**src/rtl/pwr_sb_pkg.sv**
```systemverilog
package pwr_sb_pkg;
  typedef enum logic [1:0] {
    PM_FULL = 2'd0,
    PM_SLOW = 2'd1,
    PM_STOP = 2'd2
  } pm_mode_e;

  localparam int MODE_LSB   = 0;
  localparam int UART_EN_B  = 2;
  localparam int IRQ_EN_B   = 3;
  localparam int DIV_LSB    = 4;
endpackage

```
**src/rtl/pwr_cfg_reg.sv**
```systemverilog
module pwr_cfg_reg
  import pwr_sb_pkg::*;
#(
  parameter int DIV_W = 3,
  localparam int CFG_W = DIV_W + DIV_LSB
) (
  input  logic             clk,
  input  logic             rst,
  input  logic             we,
  input  logic [CFG_W-1:0] wdata,
  input  logic             wake,
  output pm_mode_e         mode,
  output logic             sb_uart_en,
  output logic             sb_irq_en,
  output logic [DIV_W-1:0] div
);
  pm_mode_e wr_mode;

  always_comb begin
    case (wdata[MODE_LSB +: 2])
      2'd1:    wr_mode = PM_SLOW;
      2'd2:    wr_mode = PM_STOP;
      default: wr_mode = PM_FULL;
    endcase
  end

  always_ff @(posedge clk) begin
    if (rst) begin
      mode       <= PM_FULL;
      sb_uart_en <= 1'b0;
      sb_irq_en  <= 1'b0;
      div        <= '0;
    end else if (we) begin
      mode       <= wr_mode;
      sb_uart_en <= wdata[UART_EN_B];
      sb_irq_en  <= wdata[IRQ_EN_B];
      div        <= wdata[DIV_LSB +: DIV_W];
    end else if (mode == PM_STOP && wake) begin
      mode <= PM_FULL;
    end
  end
endmodule

```
**src/rtl/pwr_boost.sv**
```systemverilog
module pwr_boost
  import pwr_sb_pkg::*;
#(
  parameter int N_UART = 2,
  parameter int N_IRQ  = 4
) (
  input  logic              clk,
  input  logic              rst,
  input  pm_mode_e          mode,
  input  logic              sb_uart_en,
  input  logic              sb_irq_en,
  input  logic [N_UART-1:0] uart_busy,
  input  logic [N_IRQ-1:0]  irq_pend,
  input  logic              irq_active,
  output logic              boosted
);
  logic uart_any, irq_any, trig, hold;

  assign uart_any = |uart_busy;
  assign irq_any  = (|irq_pend) | irq_active;
  assign trig     = (sb_uart_en & uart_any) | (sb_irq_en & irq_any);
  assign hold     = uart_any | irq_any;

  always_ff @(posedge clk) begin
    if (rst) boosted <= 1'b0;
    else     boosted <= (mode == PM_SLOW) && (trig || (boosted && hold));
  end
endmodule

```
**src/rtl/pwr_clk_req.sv**
```systemverilog
module pwr_clk_req #(
  parameter int DIV_W = 3
) (
  input  logic             clk,
  input  logic             rst,
  input  logic             tgt_stop,
  input  logic             tgt_slow,
  input  logic [DIV_W-1:0] tgt_div,
  input  logic             ack,
  output logic             stop,
  output logic             slow,
  output logic [DIV_W-1:0] div,
  output logic             req
);
  logic differs;

  assign differs = (tgt_stop != stop) || (tgt_slow != slow) || (tgt_div != div);

  always_ff @(posedge clk) begin
    if (rst) begin
      stop <= 1'b0;
      slow <= 1'b0;
      div  <= '0;
      req  <= 1'b0;
    end else if (req) begin
      if (ack) req <= 1'b0;
    end else if (differs) begin
      stop <= tgt_stop;
      slow <= tgt_slow;
      div  <= tgt_div;
      req  <= 1'b1;
    end
  end
endmodule

```
**src/rtl/pwr_switchback_ctrl.sv**
```systemverilog
module pwr_switchback_ctrl
  import pwr_sb_pkg::*;
#(
  parameter int DIV_W  = 3,
  parameter int N_UART = 2,
  parameter int N_IRQ  = 4,
  localparam int CFG_W = DIV_W + DIV_LSB
) (
  input  logic              clk,
  input  logic              rst,
  input  logic              cfg_we,
  input  logic [CFG_W-1:0]  cfg_wdata,
  input  logic [N_UART-1:0] uart_busy,
  input  logic [N_IRQ-1:0]  irq_pend,
  input  logic              irq_active,
  input  logic              chg_ack,
  output logic              clk_stop,
  output logic              clk_slow,
  output logic [DIV_W-1:0]  clk_div_sel,
  output logic              chg_req
);
  pm_mode_e         mode_q;
  logic             sb_uart_en, sb_irq_en, boosted;
  logic [DIV_W-1:0] div_q;
  logic             tgt_stop, tgt_slow;
  logic [DIV_W-1:0] tgt_div;

  pwr_cfg_reg #(.DIV_W(DIV_W)) u_cfg (
    .clk(clk), .rst(rst), .we(cfg_we), .wdata(cfg_wdata), .wake(|irq_pend),
    .mode(mode_q), .sb_uart_en(sb_uart_en), .sb_irq_en(sb_irq_en), .div(div_q)
  );

  pwr_boost #(.N_UART(N_UART), .N_IRQ(N_IRQ)) u_boost (
    .clk(clk), .rst(rst), .mode(mode_q), .sb_uart_en(sb_uart_en),
    .sb_irq_en(sb_irq_en), .uart_busy(uart_busy), .irq_pend(irq_pend),
    .irq_active(irq_active), .boosted(boosted)
  );

  assign tgt_stop = (mode_q == PM_STOP);
  assign tgt_slow = (mode_q == PM_SLOW) && !boosted;
  assign tgt_div  = tgt_slow ? div_q : '0;

  pwr_clk_req #(.DIV_W(DIV_W)) u_req (
    .clk(clk), .rst(rst), .tgt_stop(tgt_stop), .tgt_slow(tgt_slow),
    .tgt_div(tgt_div), .ack(chg_ack), .stop(clk_stop), .slow(clk_slow),
    .div(clk_div_sel), .req(chg_req)
  );
endmodule

```
**config.mk**
```make
export PLATFORM = sky130hd
export DESIGN_NAME = pwr_switchback_ctrl
export DESIGN_NICKNAME = d
export VERILOG_FILES = /design/src/rtl/pwr_sb_pkg.sv /design/src/rtl/pwr_cfg_reg.sv /design/src/rtl/pwr_boost.sv /design/src/rtl/pwr_clk_req.sv /design/src/rtl/pwr_switchback_ctrl.sv
export SDC_FILE = /design/constraint.sdc
export NUM_CORES = 1
export LEC_CHECK = 0
export BUFFER_PORTS_ARGS = -buffer_cell sky130_fd_sc_hd__buf_2
export CAP_MARGIN = 20
export CORE_UTILIZATION = 47
export DETAILED_ROUTE_END_ITERATION = 6
export GPL_ROUTABILITY_DRIVEN = 0
export MAX_ROUTING_LAYER = met4
export PLACE_DENSITY = 0.8
export SYNTH_ARGS = -nofsm -noshare
export SYNTH_HDL_FRONTEND = slang
export SYNTH_SLANG_ARGS = --single-unit
```
**constraint.sdc**
```tcl
create_clock -name clk -period 2.1 [get_ports clk]
set_clock_uncertainty 0.05 [all_clocks]
set_input_delay 0.525 -clock clk [delete_from_list [all_inputs] [get_ports clk]]
set_output_delay 0.525 -clock clk [all_outputs]
set_load 0.1 [all_outputs]
```
---- Word level (Yosys, flattened, before mapping) ----
Index checks and enable logic that the tools add are counted.
cells by class
  bitwise operators ....................... 6
  mux-type cells .......................... 7
  eq/ne operators ......................... 7
  reductions and logical operators ........ 12
operator list
  cell                number
  $eq 2x1->1 const B  2
  $eq 2x2->1 const B  2
  $logic_and 1x1->1   4
  $mux 2              2
  $pmux 2 s2          1
  $reduce_or 4->1     1
  $logic_or 1x1->1    3
  $mux 1              3
  $mux 3              1
  $ne 3x3->1          1
  $or 1x1->1          3
  $and 1x1->1         2
  $ne 1x1->1          2
  $reduce_and 2->1    1
  $reduce_bool 2->1   1
  $reduce_or 2->1     1
  $logic_not 1->1     1
  $not 1->1           1
storage, ports and cells
  flip-flop bits (word level) ............. 14
  word-level logic and storage cells ...... 41
  output and inout bits ................... 6

---- Depth between registers and ports, before layout ----
  depth after elaboration ................. 7
  depth in mapped cells ................... 5
  mapped depth without buffers ............ 5

---- Hierarchy ----
A second synthesis with hierarchy kept.
unflattened totals
  cells, all modules ...................... 63
  area total of the unflattened synthesis .. 658.1 sq um
by module, submodules not included
  module               instances  area each (sq um)  seq. area each (sq um)  cells an instance
  pwr_cfg_reg          1          285.3              140.1                   25
  pwr_clk_req          1          269.0              120.1                   25
  pwr_boost            1          52.6               20.0                    7
  pwr_switchback_ctrl  1          51.3               0.0                     6

---- Worst setup path before layout ----
Ideal clock, no wire load.
  path type ............................... reg-to-reg
  from .................................... reg u_req.div[2]
  to ...................................... reg u_req.div[0]
  setup slack ............................. -0.096 ns
  path buffers ............................ 0
  arrival time ............................ 2.025 ns
  setup time .............................. 0.121 ns
  stages on the path, launching flop included .. 5
  clock period less this slack ............ 2.196 ns
  cells stage by stage .................... dfxtp_1 o22ai_1 a221oi_2 a31oi_4 mux2_4
between the ends
  longest elaborated chain between the ends .. 3
RTL lines
  what                               RTL line           source
  from (decl)                        pwr_clk_req.sv:12  output logic [DIV_W-1:0] div,
  from (signal assigned)             pwr_clk_req.sv:30  div <= tgt_div;
  $ne 3x3->1                         pwr_clk_req.sv:17  assign differs = (tgt_stop != stop) || (tgt_slow != slow) || (tgt_div != div);
  $logic_or 1x1->1                   pwr_clk_req.sv:17
  $reduce_and 2->1 (no source line)  -
No other way between the ends.
A chain may end at the register's enable or synchronous reset.

---- Worst setup path after layout ----
  from .................................... reg u_cfg.mode[0]
  to ...................................... reg u_req.div[0]
between the ends
  longest elaborated chain between the ends .. 6
  elaborated cells on any way between the ends .. 10
  those cells by class .................... eq/ne: 5; mux: 1; reduce/logical: 4
RTL lines
  what                                            RTL line                                      source
  from (decl)                                     pwr_cfg_reg.sv:12                             output pm_mode_e mode,
  from (signal assigned)                          pwr_cfg_reg.sv:34                             mode <= wr_mode;
  $eq 2x1->1                                      pwr_switchback_ctrl.sv:40                     assign tgt_slow = (mode_q == PM_SLOW) && !boosted;
  $logic_and 1x1->1                               pwr_switchback_ctrl.sv:40
  $mux 3 or $ne 1x1->1 (tied branches)            pwr_switchback_ctrl.sv:41, pwr_clk_req.sv:17
  $ne 3x3->1 or $logic_or 1x1->1 (tied branches)  pwr_clk_req.sv:17
  $logic_or 1x1->1                                pwr_clk_req.sv:17
  $reduce_and 2->1 (no source line)               -
Parallel ways exist; a longest one is shown, timed or not.

==> summary.md <==
| Metric | Value |
|---|---|
| Max Clock Freq | `547 MHz` |
| I/O Buffers | `23` |
| Sequential power share | `0.505` |
| Worst path arrival time | `1.94 ns` |
| Largest family of logic cells by synthesized area | `simple AND/OR/NAND/NOR gates` |
| Final Setup Violations | `0` |
| DIE AREA | `1610 sq um` |
| Async SR Flop Fraction | `0` |
| Post-DP HPWL | `1000 um` |
| Wire length per cell | `11.3 um` |
| Critical path fanouts, max | `7` |
| Slowest cell on crit path | `dfxtp_1` |
| Hold worst-path end | `u_cfg.sb_uart_en$_SDFFE_PP0P_` |
| First-pass GRT wire length | `2050 um` |
| Power, Total | `563 uW` |
| Most used DFF post-synth | `dfxtp_1` |
| Final hold vios | `0` |
| Min Tclk post-route | `1.83 ns` |
| Final Cycle Share | `0.870` |
| Commonest cells post-synth | `dfxtp_1, nor2_1, mux2i_1, nand2b_1, inv_1` |
| Worst Tran Pin Value | `0.485 ns` |
| CTS tree | `built` |
| Setup TNS | `0 ns` |
| # H-tree levels | `1` |
| Mux cell area share after synthesis | `0.139` |
| Chip Width | `40.1 um` |
| Worst R2R Path Depth | `5` |
| Leakage power | `0.000373 uW` |
| Die height | `40.1 um` |
| Core area | `1330 sq um` |
| Peak VDD IR | `0.000402 V` |
| Layout area overhead | `23.6%` |
| Remaining DRCs | `0` |
| Hold Crit Depth | `3` |
| Initial Util | `0.512` |
| Reg2reg end | `u_req.div[0]$_SDFFE_PP0P_` |
| GRT overflow | `0` |
| Post-CTS Hold Fix Bufs | `0` |
| Xor and xnor area share after synthesis | `0.0256` |
| Fill cells | `122` |
| Clock transition at path regs | `0.08 ns` |
| Count of different cell masters after synthesis | `26` |
| Sink Count | `14` |
| Final ANT Viol Nets | `0` |
| Sw frac | `0.257` |
| Most frequent cell after synthesis | `dfxtp_1` |
| Total number of vias | `574` |
| 1st-pass router iterations | `3` |
| Int Pwr | `418 uW` |
| Critical path launch point type | `flip-flop` |
| Post-synth EDFFs | `0` |
| Largest net degree at the start of global routing | `19` |
| Max-slew violation count | `0` |
| WS Path Type | `flip-flop to flip-flop` |
| RSZ-0062 raised after global routing | `no` |
| Root Driver | `clkbuf_4` |
| Slew HR | `0.679` |
| Vias in the first global route | `514` |
| # IOs | `24` |
| Drt via density | `5.17` |
| Status | `complete, no violations` |
| Net Switching | `144 uW` |
| Initial antenna violation count | `0` |
| Hold path start | `cfg_wdata[2]` |
| CP Cell Sequence | `nor3b_4 -> nand2_2 -> a221oi_2 -> a31oi_4 -> mux2_4` |
| Area of the multi-input gates | `377 sq um` |
| Clock tree buffer depth | `2` |
| Yosys Warn Count | `0` |
| Number of synthesized register bits | `14` |
| Worst stage delay on the critical path | `0.37 ns` |
| Pwr dens | `666 nW/um^2` |
| Tot GR Track Use | `0.202` |
| Post-CTS Resized | `0` |
| Worst hold path type | `input pin to flip-flop` |
| Largest area contributor in the netlist | `dfxtp_1` |
| Worst skew pair latency | `0.27 ns` |
| Cell count after synthesis | `72` |
| Hold WS | `0.433 ns` |
| Syn Area/Cell | `9.49 sq um` |
| # nets final | `115` |
| Antenna Cells | `0` |
| Power share of the clock group | `0.339` |
| Synth area leaders | `dfxtp_1, mux2i_1, nand2b_1` |
| Mapped Area | `683 sq um` |
| Reg area | `283 sq um` |
| Yosys top cell area share | `0.410` |
| Post-CTS Setup Bufs | `0` |
| Rows | `13` |
| Max-cap violations | `0` |
| Proportion of layout cells with a drive suffix above 1 | `0.375` |
| Critical Path RT | `2.22 ns` |
| Mapped Nets | `90` |
| Simple-Gate Fraction of Synth Area | `0.236` |
| Post-Synth Adder-Cell Area | `0` |
| Drt initial violations | `1` |
| Aggregate routed wire length | `1260 um` |
| Seq/Total Area, Yosys | `0.410` |
| Compound-cell area share of the yosys netlist | `0.150` |
| Critical Path Sink Type | `flip-flop` |
| CTS buffer count | `3` |
| Worst r2r src | `u_cfg.mode[0]$_SDFFE_PP0P_` |
| R2R Setup Slk | `0.27 ns` |
| Combinational Power Share | `0.156` |
power by group through the flow:
stage / Clock [uW] / Sequential [uW] / Combinational (uW)
floorplan: 0 / 308 / 46.0
global placement: 0 / 291 / 86.3
detailed placement: 0 / 291 / 88.4
CTS: 201 / 285 / 88.4
global route: 208 / 287 / 94.2
finish: 191 / 284 / 87.6
sequential cells by signal, indices dropped and copies added (netlist names):
signal            count
u_req.req             1
u_req.slow            1
u_cfg.sb_irq_en       1
u_cfg.div             3
u_req.stop            1
u_boost.boosted       1
u_cfg.sb_uart_en      1
u_cfg.mode            2
u_req.div             3
worst max-delay path, delay by kind of cell (launching register included):
family | cells | cell delay (ns)
AO/OA/AOI/OAI | 2 | 0.53
AND/OR/NAND/NOR | 2 | 0.45
flip-flops | 1 | 0.37
multiplexers | 1 | 0.32
cells by family (layout without fill, tap and decap cells):
| group | count (synthesis) | in the layout |
|---|---|---|
| AO/OA/AOI/OAI | 12 | 12 |
| XOR/XNOR | 2 | 2 |
| buffers and inverters | 7 | 31 |
| flip-flops | 14 | 14 |
| multiplexers | 9 | 9 |
| AND/OR/NAND/NOR | 28 | 28 |
cells in the final DEF (no fill, tap or decap):
cell type / netlist / layout
a2111oi_0: 1 / 1
nand2_2: 1 / 1
nand3b_1: 1 / 1
o21ba_2: 1 / 1
a221oi_2: 1 / 1
a21oi_1: 1 / 1
a31oi_4: 1 / 1
nor3b_4: 1 / 1
o31ai_1: 1 / 1
nor2b_1: 3 / 3
and2b_2: 1 / 1
inv_1: 4 / 4
o21ai_0: 2 / 2
mux2i_1: 8 / 8
clkbuf_8: 0 / 1
clkbuf_4: 0 / 3
dfxtp_2: 0 / 2
or2b_1: 1 / 1
nand3_1: 1 / 1
nand2b_1: 6 / 6
mux2_4: 1 / 1
o22ai_1: 3 / 3
a31oi_1: 1 / 1
nand2_1: 2 / 2
buf_2: 0 / 23
nor4_1: 1 / 1
xor2_1: 2 / 2
dfxtp_1: 14 / 12
nor2_1: 10 / 10
final cells by class:
type / count / area share
tap: 15 / 0.0222
multi-input combinational: 51 / 0.446
clock buffer: 4 / 0.0430
inverter: 4 / 0.0178
sequential: 14 / 0.335
timing repair buffer: 23 / 0.136
per-layer routing:
| layer | vias up | track usage | share of wire |
|---|---|---|---|
| met5 | - | - | 0 |
| met4 | 0 | 0.129 | 0.0095 |
| met3 | 2 | 0.0333 | 0.033 |
| met2 | 14 | 0.331 | 0.50 |
| met1 | 258 | 0.226 | 0.46 |
| li1 | 300 | - | - |
metrics by stage:
step	utilization	worst slack [ns]	std cells	cell area, sq um
global route	0.633	0.165	111	845
floorplan	-	0.0392	72	686
finish	0.633	0.273	111	845
CTS	0.633	0.263	111	845
global placement	0.606	0.336	107	808
detailed placement	0.606	0.274	107	808
worst max-delay path by stage:
stage                                    start                        end  cells past startpoint
floorplan              u_req.stop$_SDFFE_PP0P_  u_req.div[0]$_SDFFE_PP0P_                      4
global placement    u_cfg.mode[0]$_SDFFE_PP0P_  u_req.div[0]$_SDFFE_PP0P_                      5
detailed placement  u_cfg.mode[0]$_SDFFE_PP0P_  u_req.div[0]$_SDFFE_PP0P_                      5
global route        u_cfg.mode[0]$_SDFFE_PP0P_  u_req.div[0]$_SDFFE_PP0P_                      5
CTS                 u_cfg.mode[0]$_SDFFE_PP0P_  u_req.div[0]$_SDFFE_PP0P_                      5
finish              u_cfg.mode[0]$_SDFFE_PP0P_  u_req.div[0]$_SDFFE_PP0P_                      5
No activity file was read; power rests on OpenSTA's default activity.
